### src/rtl/tmr_pkg.sv
package tmr_pkg;
  localparam int PRESC_SEL_W = 4;

  typedef enum logic [1:0] {
    REG_LIMIT = 2'd0,
    REG_COUNT = 2'd1,
    REG_CTRL  = 2'd2,
    REG_CAPT  = 2'd3
  } regSel_e;

  typedef struct packed {
    logic                   clearCount;
    logic                   captureNow;
    logic                   countEnable;
    logic [PRESC_SEL_W-1:0] prescSel;
  } tmrStrobes_t;
endpackage

### src/rtl/tmr_datapath.sv
module tmr_datapath
  import tmr_pkg::*;
#(
  parameter int DATA_W = 32
) (
  input  logic              clk,
  input  logic              rstN,
  input  tmrStrobes_t       strobes,
  input  logic [DATA_W-1:0] limitVal,
  output logic [DATA_W-1:0] countVal,
  output logic [DATA_W-1:0] captureVal,
  output logic              matchEvent
);
  localparam int PRESC_W = (1 << PRESC_SEL_W) - 1;

  logic [PRESC_W-1:0] prescCnt;
  logic [PRESC_W-1:0] prescLimit;
  logic               countTick;

  assign prescLimit = PRESC_W'((32'd1 << strobes.prescSel) - 32'd1);
  assign countTick  = strobes.countEnable && (prescCnt == prescLimit);

  always_ff @(posedge clk) begin
    if (!rstN) begin
      prescCnt   <= '0;
      countVal   <= '0;
      captureVal <= '0;
      matchEvent <= 1'b0;
    end else begin
      matchEvent <= 1'b0;
      if (strobes.clearCount || !strobes.countEnable || countTick)
        prescCnt <= '0;
      else
        prescCnt <= prescCnt + 1'b1;

      if (strobes.clearCount) begin
        countVal <= '0;
      end else if (countTick) begin
        if (countVal == limitVal) begin
          countVal   <= '0;
          matchEvent <= 1'b1;
        end else begin
          countVal <= countVal + 1'b1;
        end
      end

      if (strobes.captureNow)
        captureVal <= countVal;
    end
  end

  assert_clear_zero_R3: assert property (@(posedge clk) disable iff (!rstN)
    strobes.clearCount |=> countVal == '0);
  assert_frozen_R5: assert property (@(posedge clk) disable iff (!rstN)
    (!strobes.countEnable && !strobes.clearCount) |=> $stable(countVal));
  assert_match_wrap_R7: assert property (@(posedge clk) disable iff (!rstN)
    matchEvent |-> countVal == '0);
  assert_capture_value_R8: assert property (@(posedge clk) disable iff (!rstN)
    strobes.captureNow |=> captureVal == $past(countVal));
  assert_capture_hold_R9: assert property (@(posedge clk) disable iff (!rstN)
    !strobes.captureNow |=> $stable(captureVal));
endmodule

### src/rtl/tmr_ctrl.sv
module tmr_ctrl
  import tmr_pkg::*;
#(
  parameter int DATA_W      = 32,
  parameter int ADDR_W      = 4,
  parameter int SYNC_STAGES = 2
) (
  input  logic              clk,
  input  logic              rstN,
  input  logic              busWrEn,
  input  logic              busRdEn,
  input  logic [ADDR_W-1:0] busAddr,
  input  logic [DATA_W-1:0] busWrData,
  output logic [DATA_W-1:0] busRdData,
  input  logic              extEvent,
  input  logic [DATA_W-1:0] countVal,
  input  logic [DATA_W-1:0] captureVal,
  output tmrStrobes_t       strobes,
  output logic [DATA_W-1:0] limitVal
);
  localparam int SEL_LO = 2;
  localparam logic [ADDR_W-1:0] SEL_MASK = ADDR_W'(3 << SEL_LO);

  regSel_e                regSel;
  logic [DATA_W-1:0]      ctrlReg;
  logic                   clearReq;
  logic [SYNC_STAGES-1:0] syncChain;
  logic                   evtPrev;
  logic                   unusedAddr;

  assign regSel     = regSel_e'(busAddr[SEL_LO+1:SEL_LO]);
  assign unusedAddr = ^(busAddr & ~SEL_MASK);

  always_ff @(posedge clk) begin
    if (!rstN) syncChain[0] <= 1'b0;
    else       syncChain[0] <= extEvent;
  end

  for (genvar i = 1; i < SYNC_STAGES; i++) begin : gSync
    always_ff @(posedge clk) begin
      if (!rstN) syncChain[i] <= 1'b0;
      else       syncChain[i] <= syncChain[i-1];
    end
  end

  always_ff @(posedge clk) begin
    if (!rstN) evtPrev <= 1'b0;
    else       evtPrev <= syncChain[SYNC_STAGES-1];
  end

  always_comb begin
    strobes.clearCount  = clearReq;
    strobes.captureNow  = syncChain[SYNC_STAGES-1] & ~evtPrev;
    strobes.countEnable = ctrlReg[0];
    strobes.prescSel    = ctrlReg[4 +: PRESC_SEL_W];
  end

  always_ff @(posedge clk) begin
    if (!rstN) begin
      ctrlReg   <= '0;
      limitVal  <= '0;
      clearReq  <= 1'b0;
      busRdData <= '0;
    end else begin
      clearReq <= 1'b0;
      if (busWrEn) begin
        case (regSel)
          REG_LIMIT: begin
            limitVal <= busWrData;
            clearReq <= 1'b1;
          end
          REG_CTRL: ctrlReg <= busWrData;
          default: ;
        endcase
      end else if (busRdEn) begin
        case (regSel)
          REG_LIMIT: busRdData <= limitVal;
          REG_COUNT: busRdData <= countVal;
          REG_CTRL:  busRdData <= ctrlReg;
          default:   busRdData <= captureVal;
        endcase
      end
    end
  end

  assert_limit_write_clears_R3: assert property (@(posedge clk) disable iff (!rstN)
    (busWrEn && regSel == REG_LIMIT) |=> strobes.clearCount);
  assert_other_write_no_clear_R3: assert property (@(posedge clk) disable iff (!rstN)
    (busWrEn && regSel != REG_LIMIT) |=> !strobes.clearCount);
  assert_count_read_R10: assert property (@(posedge clk) disable iff (!rstN)
    (busRdEn && !busWrEn && regSel == REG_COUNT) |=> busRdData == $past(countVal));
  assert_read_hold_R10: assert property (@(posedge clk) disable iff (!rstN)
    (!busRdEn || busWrEn) |=> $stable(busRdData));
endmodule

### src/rtl/capture_compare_timer.sv
module capture_compare_timer
  import tmr_pkg::*;
#(
  parameter int DATA_W      = 32,
  parameter int ADDR_W      = 4,
  parameter int SYNC_STAGES = 2
) (
  input  logic              clk,
  input  logic              rstN,
  input  logic              busWrEn,
  input  logic              busRdEn,
  input  logic [ADDR_W-1:0] busAddr,
  input  logic [DATA_W-1:0] busWrData,
  output logic [DATA_W-1:0] busRdData,
  input  logic              extEvent,
  output logic              matchEvent
);
  tmrStrobes_t       strobes;
  logic [DATA_W-1:0] limitVal;
  logic [DATA_W-1:0] countVal;
  logic [DATA_W-1:0] captureVal;

  tmr_ctrl #(
    .DATA_W(DATA_W), .ADDR_W(ADDR_W), .SYNC_STAGES(SYNC_STAGES)
  ) uCtrl (
    .clk(clk), .rstN(rstN), .busWrEn(busWrEn), .busRdEn(busRdEn),
    .busAddr(busAddr), .busWrData(busWrData), .busRdData(busRdData),
    .extEvent(extEvent), .countVal(countVal), .captureVal(captureVal),
    .strobes(strobes), .limitVal(limitVal)
  );

  tmr_datapath #(.DATA_W(DATA_W)) uDatapath (
    .clk(clk), .rstN(rstN), .strobes(strobes), .limitVal(limitVal),
    .countVal(countVal), .captureVal(captureVal), .matchEvent(matchEvent)
  );
endmodule

### config.mk
export PLATFORM = sky130hd
export DESIGN_NAME = capture_compare_timer
export DESIGN_NICKNAME = d
export VERILOG_FILES = /design/src/rtl/tmr_pkg.sv /design/src/rtl/tmr_datapath.sv /design/src/rtl/tmr_ctrl.sv /design/src/rtl/capture_compare_timer.sv
export SDC_FILE = /design/constraint.sdc
export NUM_CORES = 1
export LEC_CHECK = 0
export BUFFER_PORTS_ARGS = -buffer_cell sky130_fd_sc_hd__buf_2
export CORE_MARGIN = 4
export CORE_UTILIZATION = 60
export CTS_BUF_LIST = sky130_fd_sc_hd__clkbuf_8
export CTS_CLUSTER_SIZE = 28
export DETAILED_ROUTE_END_ITERATION = 16
export PLACE_DENSITY = 0.86
export SLEW_MARGIN = 10
export SYNTH_ARGS = -nofsm -noshare
export SYNTH_HDL_FRONTEND = slang
export SYNTH_SLANG_ARGS = --single-unit
### constraint.sdc
create_clock -name clk -period 8.6 [get_ports clk]
set_input_delay 0 -clock clk [delete_from_list [all_inputs] [get_ports clk]]
set_output_delay 0 -clock clk [all_outputs]
set_load 0.005 [all_outputs]
---- Yosys cells after proc, flatten, opt, wreduce, memory -nomap -nowiden ----
Cells that the tools add are included.
storage, ports and cells
  bits in registers ....................... 180
  input port bits ......................... 41
operators by class
  add/sub/neg operators ................... 3
  eq/ne operators ......................... 4
  shift-type cells ........................ 1
  mux-type cells .......................... 4
  bitwise operators ....................... 5
  reduce and logical (&&, ||, !) cells .... 12
operators by type and width
  cell                     number
  $pmux W32 S3             1
  $add A32 B1 Y32 const B  1
  $eq A32 B32 Y1           1
  $mux W32                 1
  $add A15 B1 Y15 const B  1
  $eq A15 B15 Y1           1
  $shl A1 B4 Y15 const A   1
  $sub A15 B1 Y15 const B  1
  $reduce_and A2 Y1        4
  $not A1 Y1               4
  $reduce_or A2 Y1         2
  $reduce_or A3 Y1         1
  $eq A2 B1 Y1 const B     1
  $eq A2 B2 Y1 const B     1
  $logic_not A2 Y1         1
  $logic_or A1 B1 Y1       2
  $mux W1                  2
  $and A1 B1 Y1            1
  $logic_and A1 B1 Y1      1
  $logic_not A1 Y1         1

---- Longest topological paths before layout ----
Gate-level depths: netlist of run 1.
  word-level depth ........................ 6
  depth in mapped cells ................... 16
  gate-level depth less buffers ........... 9

---- By module ----
Synthesis of run 1 repeated with hierarchy kept, for this count alone.
unflattened totals
  cell total of the unflattened synthesis .. 991
  area total of the unflattened synthesis .. 8837.2 um^2
modules (own cells, without submodules)
  module        times used  cells an instance  area an instance (um^2)  sequential area each (um^2)
  tmr_ctrl      1           478                4459.3                   2001.9
  tmr_datapath  1           513                4377.9                   1601.5

---- Worst setup path after synthesis of run 1 ----
OpenSTA, ideal clock, no wires.
  path kind ............................... reg-to-reg
  from .................................... reg uCtrl.ctrlReg[7]
  to ...................................... reg uDatapath.countVal[26]
  arrival ................................. 3219 ps
  required time ........................... 8530 ps
  path slack .............................. 5312 ps
  stages on the path, launching flop included .. 16
  path buffers ............................ 6
  cells stage by stage .................... dfxtp_1 buf_6 buf_6 clkbuf_1 nor2_1 nand2_1 ha_1 buf_4 xor2_1 xnor2_1 nand4_1 or4_1 buf_2 buf_6 or4_1 a21oi_1
between the ends
  longest elaborated chain between the ends .. 4
RTL lines
  item                      line                RTL
  start: declaration        tmr_ctrl.sv:25      logic [DATA_W-1:0] ctrlReg;
  start signal: assignment  tmr_ctrl.sv:72      REG_CTRL: ctrlReg <= busWrData;
  $shl A1 B4 Y15            tmr_datapath.sv:20  assign prescLimit = PRESC_W'((32'd1 << strobes.prescSel) - 32'd1);
  $sub A15 B1 Y15           tmr_datapath.sv:20
  $eq A15 B15 Y1            tmr_datapath.sv:21  assign countTick = strobes.countEnable && (prescCnt == prescLimit);
  $logic_and A1 B1 Y1       tmr_datapath.sv:21
  end signal: assignment    tmr_datapath.sv:43  countVal <= countVal + 1'b1;
  end: declaration          tmr_datapath.sv:10  output logic [DATA_W-1:0] countVal,
Every way passes these cells.
A chain may end at the register's enable or synchronous reset.

---- Final worst setup path of run 1 ----
  from .................................... reg uCtrl.ctrlReg[6]
  to ...................................... reg uDatapath.countVal[7]
Same word-level chain as after synthesis.

==> impl_metrics.ini, run 1 <==
[synth]
async_flop_share_pct = 0
synth_xor_area_share_pct = 5.35
yosysTopAreaCell = dfxtp_1
synthSimpleGateAreaFrac_pct = 23.2
muxShareOfSynthArea_pct = 7.97
synth_edf_count = 0
yosys.area.top_type_share_pct = 39.3
synth_compound_area_share_pct = 18.8
synth_top_family_by_area = simple AND/OR/NAND/NOR gates
synthCells = 1059
synth_warnings = 0
netlist_area_um2 = 9170
netlist_top_cells_area = dfxtp_1, nand2_1, a21boi_0
ys_seq_elements = 180
yosys_most_used_dff = dfxtp_1
synth.distinct_cells = 66
avgSynthCellArea_um2 = 8.66
synth-adder-area-share_pct = 0.519
synth_nets = 1103
seq_area_frac_synth_pct = 39.3

[final_layout]
post-route-util_pct = 69.1
final_area_um2 = 10200
syn2layout_area_growth_pct = 11.2
diodes = 0
fillers = 1103
drive_gt1_share_pct = 14.8
stdcell_count = 1293
nets = 1141

[power]
clockPowerShare_pct = 36.4
p_int_mw = 1.18
leakagePower_nw = 3.60
power_frac_comb_pct = 11.2
power.share.switching_pct = 27.9
vdd_drop_max_uv = 84.8
seqPwrFrac_pct = 52.4
p_per_area_nw_per_um2 = 160
p_switching_uw = 456

[floorplanning]
dieArea_um2 = 17300
core_um2 = 14800
fp-row-count = 44
die_w_um = 132
pin_count = 74
dieHeight_um = 132
start_util_pct = 62.1

[route]
drc_errors = 0
wirelength_mm = 23.5
drtPass1Iterations = 5
drtIter0Drc = 833
ant_nets = 0
viasPerCell = 6.29
avgRoutedWirePerCell_um = 18.2
vias = 8129

[place]
port_buffers = 71
place.gp.congestion = 0.872
place_area_um2 = 9450
dp_hpwl_mm = 14.7
place_inst = 1229

[worst_setup_path]
worst-endpoint-required_ns = 9.03
crit_type = register to register
path_max_fanout = 26
worst-endpoint-arrival_ns = 5.04
endpoint_kind = register
critPathLaunchType = register

[sta]
hold_violations = 0
finClkSkew_ns = 0.0112
setup_viol = 0
tns_ns = 0
min_period_ns = 4.62
finalCritPeriodShare_pct = 53.7
fmax_mhz = 217
rsz0062_at_grt = no
final-max-slew-violation-count = 0
tightest_slew_ns = 1.15
slew_headroom_pct = 23.4

[global_route]
overflow = 0
grt_start_max_net_pins = 79
grtUsageTotal_pct = 26.8
grt_pass1_vias = 7445
antenna_found_initial = 0
grt_pass1_wl_mm = 38.6

[clock_tree]
cts_max_level = 4
cts_tree = done
clk_pin_slew_ns = 0.10
postCtsSetupRepairBufs = 0
cts_buffers = 17
cts.sinks = 180
worstSkewPairLatency_ns = 0.48
clockBufferDepth = 2
root_buffer = clkbuf_8

[worst_hold_path]
min_path_type = input pin to register

[flow_run]
cap_violations = 0

[run_status]
outcome = finished, final reports clean
-- synthesized netlist by cell type, types with 2 or more instances --
cell and n:
and3_1 9, nand3b_1 3, nand4_1 16, mux4_2 32, buf_6 4, buf_1 7
buf_4 2, nor3b_1 9, and2_1 11, nand2b_1 6, a211oi_1 2, and4_1 5
a21oi_1 21, o31ai_1 13, nor3_1 31, o22ai_1 4, buf_2 8, nor4_2 2
ha_1 3, nor4_1 14, nor2b_1 4, dfxtp_1 180, nand2_1 279, a32o_1 15
a21boi_0 130, nand3_1 19, o2bb2ai_1 2, nand4bb_1 2, o221a_2 3, xnor2_1 14
o211ai_1 11, clkbuf_1 76, or3_1 3, or4_1 15, nor2_1 18, inv_1 7
xor2_1 42, a211o_1 4, o21ai_0 6
-- worst max-delay path, stage by stage, from the launching register on --
cell and delay (ns):
dfxtp_1 0.94, nor2_1 0.19, nand3b_1 0.14, ha_1 0.46, nor4b_2 0.36, a22o_1 0.22, nor2_1 0.07, or4_1 0.97
nor3_2 0.97, a32o_1 0.24
-- layout by cell type, fill, tap and decap left out, types with 16 or more instances in the layout --
| cell type | netlist | routed |
|---|---|---|
| a21boi_0 | 130 | 130 |
| dlygate4sd3_1 | 0 | 33 |
| buf_2 | 8 | 71 |
| nor3_1 | 31 | 31 |
| xor2_1 | 42 | 42 |
| mux4_2 | 32 | 32 |
| nor2_1 | 18 | 18 |
| dfxtp_1 | 180 | 180 |
| nand2_1 | 279 | 279 |
| clkbuf_8 | 0 | 17 |
| nand4_1 | 16 | 16 |
| nand3_1 | 19 | 19 |
| a21oi_1 | 21 | 21 |
-- state kept, by name, summed over array words and instances (netlist names) --
| register | count |
|---|---|
| uCtrl.busRdData | 32 |
| uCtrl.ctrlReg | 32 |
| uCtrl.limitVal | 32 |
| uDatapath.captureVal | 32 |
| uDatapath.countVal | 32 |
| uDatapath.prescCnt | 15 |
| uCtrl.syncChain | 2 |
| uCtrl.clearReq | 1 |
| uCtrl.evtPrev | 1 |
| uDatapath.matchEvent | 1 |
-- repair_timing --
action,CTS,global route
hold endpoints to repair,65,0
resized for setup,0,0
hold buffers,33,0
endpoints found under the setup margin,0,0
-- worst paths after layout --
check | start | end | slack (ns) | depth (start not counted)
worst max-delay path | uCtrl.ctrlReg[6] | uDatapath.countVal[7] | 3.98 | 9
worst min register to register | uCtrl.syncChain[0] | uCtrl.syncChain[1] | 0.44 | 1
worst min-delay path | busWrEn | uCtrl.limitVal[25] | 0.07 | 4
worst max register to register | uCtrl.ctrlReg[6] | uDatapath.countVal[7] | 3.98 | 9
-- power by group through the flow --
stage                     clock network (mW)  logic [mW]  registers, mW
after global routing                   0.634       0.196          0.857
after CTS                              0.598       0.179          0.855
after detailed placement                   0       0.167          0.875
after floorplan                            0       0.121          0.870
after global placement                     0       0.164          0.874
final                                  0.595       0.182          0.856
-- layout make-up --
cell class	instances	area [um2]	area share, %
sequential	180	3600	35.4
inverter	7	26.3	0.258
tap	184	230	2.26
timing repair buffer	117	783	7.69
multi-input combinational	774	5150	50.5
clock buffer	17	234	2.30
clock inverter	14	166	1.63
-- cell families (layout without fill, tap and decap cells) --
group                      count (synthesis)  in the layout
AOI/OAI and AO/OA                        227            227
xor gates and xnor gates                  56             56
adders and majority gates                  4              4
buffers and inverters                    105            155
DFF                                      180            180
muxes                                     33             33
and+or+nand+nor                          454            454
-- stage by stage --
step | setup slack, ns | power, mW | hold slack, ns
final | 3.98 | 1.63 | 0.0698
after global routing | 3.68 | 1.69 | 0.0727
after CTS | 4.08 | 1.63 | 0.112
after detailed placement | 4.09 | 1.04 | 0.216
after global placement | 4.22 | 1.04 | 0.214
after floorplan | 5.31 | 0.991 | 0.127
-- metal layers --
layer  track usage, %  share of wire (%)  up-vias
met4             10.7                2.7        0
met1             36.8                 42     3892
met2             42.1                 47      371
met3             4.78                7.5       60
li1                 -                  -     3806
met5                0                  0        -
Note: power is estimated with default switching activity, not from simulation.
==> run 2, diff against run 1 <==
Clock period 8.6 ns to 4.7 ns, I/O delays scaled along.
==> run 2 against run 1 <==
  * Non-clock buffer count is 6 higher
  * Routed wire length is 4.4% higher
  * Largest power group unchanged
  * Critical path depth stayed put
==> impl_metrics.ini, run 2 (synthesis gave the netlist of run 1 again) <==
[final_layout]
fillers = 1081
diodes = 0
final_common_cell = nand2_1
final_cell_mix = nand2_1, dfxtp_1, a21boi_0
syn2layout_area_growth_pct = 11.7
drive_gt1_share_pct = 15.1
nets = 1147

[floorplanning]
dieHeight_um = 132
die_w_um = 132
dieArea_um2 = 17300
core_um2 = 14800
fp-row-count = 44
start_util_pct = 62.1
pin_count = 74

[sta]
tns_ns = 0
final-max-slew-violation-count = 0
hold_violations = 0
tightest_slew_ns = 1.19
finalCritPeriodShare_pct = 84.0
fmax_mhz = 253
holdWs_ns = 0.0141
finClkSkew_ns = 0.0203
min_period_ns = 3.95
rsz0062_at_grt = no
slew_headroom_pct = 20.4
setup_viol = 0

[worst_setup_path]
worst-endpoint-required_ns = 5.10
slowest_delay_ns = 0.97
worst-endpoint-arrival_ns = 4.35
critPathLaunchType = register
crit_type = register to register
endpoint_kind = register
cp_slowest_cell = or4_1
path_max_fanout = 25
crit_chain = nor2_1, nand2_1, ha_1, nor4b_2, a22o_1, nor2_1, or4_1, or4_1, a21oi_1

[flow_run]
cap_violations = 0

[place]
dp_hpwl_mm = 15.4
place.gp.congestion = 0.896
port_buffers = 71

[route]
avgRoutedWirePerCell_um = 18.9
wirelength_mm = 24.5
route.met2.wl_mm = 11.7
drc_errors = 0
met1_length_mm = 9.99
dr.max_layer_used = met4
vias = 8219
drtIter0Drc = 821
drtPass1Iterations = 6
dr_wl_met3_mm = 2.10
ant_nets = 0
viasPerCell = 6.32

[power]
power.share.switching_pct = 27.4
p_per_area_nw_per_um2 = 291
p_int_mw = 2.16
power_frac_comb_pct = 11.6
seqPwrFrac_pct = 52.4
clockPowerShare_pct = 36.0
vdd_drop_max_uv = 147
leakagePower_nw = 3.64
p_switching_uw = 816

[clock_tree]
cts_resized = 0
worstSkewPairLatency_ns = 0.48
postCtsSetupRepairBufs = 0
clk_pin_slew_ns = 0.09
cts.sinks = 180
cts_tree = done
cts_buffers = 17
cts_max_level = 4
root_buffer = clkbuf_8
clockBufferDepth = 2

[global_route]
grt_start_max_net_pins = 129
antenna_found_initial = 0
overflow = 0
grtUsageTotal_pct = 27.8
grt_pass1_wl_mm = 39.8
grt_pass1_vias = 7746

[worst_hold_path]
min_path_type = input pin to register

[run_status]
outcome = finished, final reports clean
run 2: layout make-up:
cell class                      count  area [um2]  area share [%]
Clock buffer                       18         248            2.42
Timing Repair Buffer              123         833            8.14
Clock inverter                     14         150            1.47
Tap cell                          184         230            2.25
Multi-Input combinational cell    774        5140            50.3
Inverter                            7        26.3           0.257
Sequential cell                   180        3600            35.2
run 2: metrics by stage:
| step | instances | utilization [%] | power [mW] | setup slack [ns] | area, um2 |
|---|---|---|---|---|---|
| 2_1_floorplan | 1059 | - | 1.81 | 1.41 | 9170 |
| 3_3_place_gp | 1233 | 64.3 | 1.90 | 0.913 | 9480 |
| 3_5_place_dp | 1233 | 64.3 | 1.91 | 0.853 | 9480 |
| 4_1_cts | 1300 | 69.4 | 2.97 | 0.809 | 10200 |
| 5_1_grt | 1300 | 69.4 | 3.07 | 0.471 | 10200 |
| 6_report | 1300 | 69.4 | 2.98 | 0.750 | 10200 |
run 2: path summary, 6_finish.rpt:
path                 startpoint                     end  slack (ns)  cells after the start
max reg2reg    uCtrl.ctrlReg[5]  uDatapath.countVal[31]        0.75                      9
min                     busWrEn      uCtrl.limitVal[21]        0.01                      4
max            uCtrl.ctrlReg[5]  uDatapath.countVal[31]        0.75                      9
min reg2reg  uCtrl.syncChain[0]      uCtrl.syncChain[1]        0.45                      1
run 2: critical path, delay by kind of cell (launching register included):
| kind | cells | cell delay [ns] |
|---|---|---|
| AND/OR/NAND/NOR | 6 | 2.38 |
| flip-flops | 1 | 0.65 |
| adder cells (fa/ha/maj) | 1 | 0.46 |
| AO/OA/AOI/OAI | 2 | 0.37 |
run 2: repair_timing:
item                                    in CTS  in global routing
hold buffers                                35                  0
endpoints found under the setup margin       0                  0
endpoints found under the hold margin       67                  0
run 2: power groups by stage:
stage | Sequential, mW | Combinational (mW) | Clock (mW)
after floorplan | 1.59 | 0.222 | 0
after global placement | 1.60 | 0.305 | 0
after detailed placement | 1.60 | 0.311 | 0
after CTS | 1.56 | 0.335 | 1.07
after global routing | 1.56 | 0.367 | 1.14
final | 1.56 | 0.344 | 1.07
run 2: metal layers:
metal / up-vias / track usage, %
li1: 3819 / -
met1: 3941 / 36.2
met2: 398 / 45.3
met3: 61 / 6.15
met4: 0 / 10.7
met5: - / 0
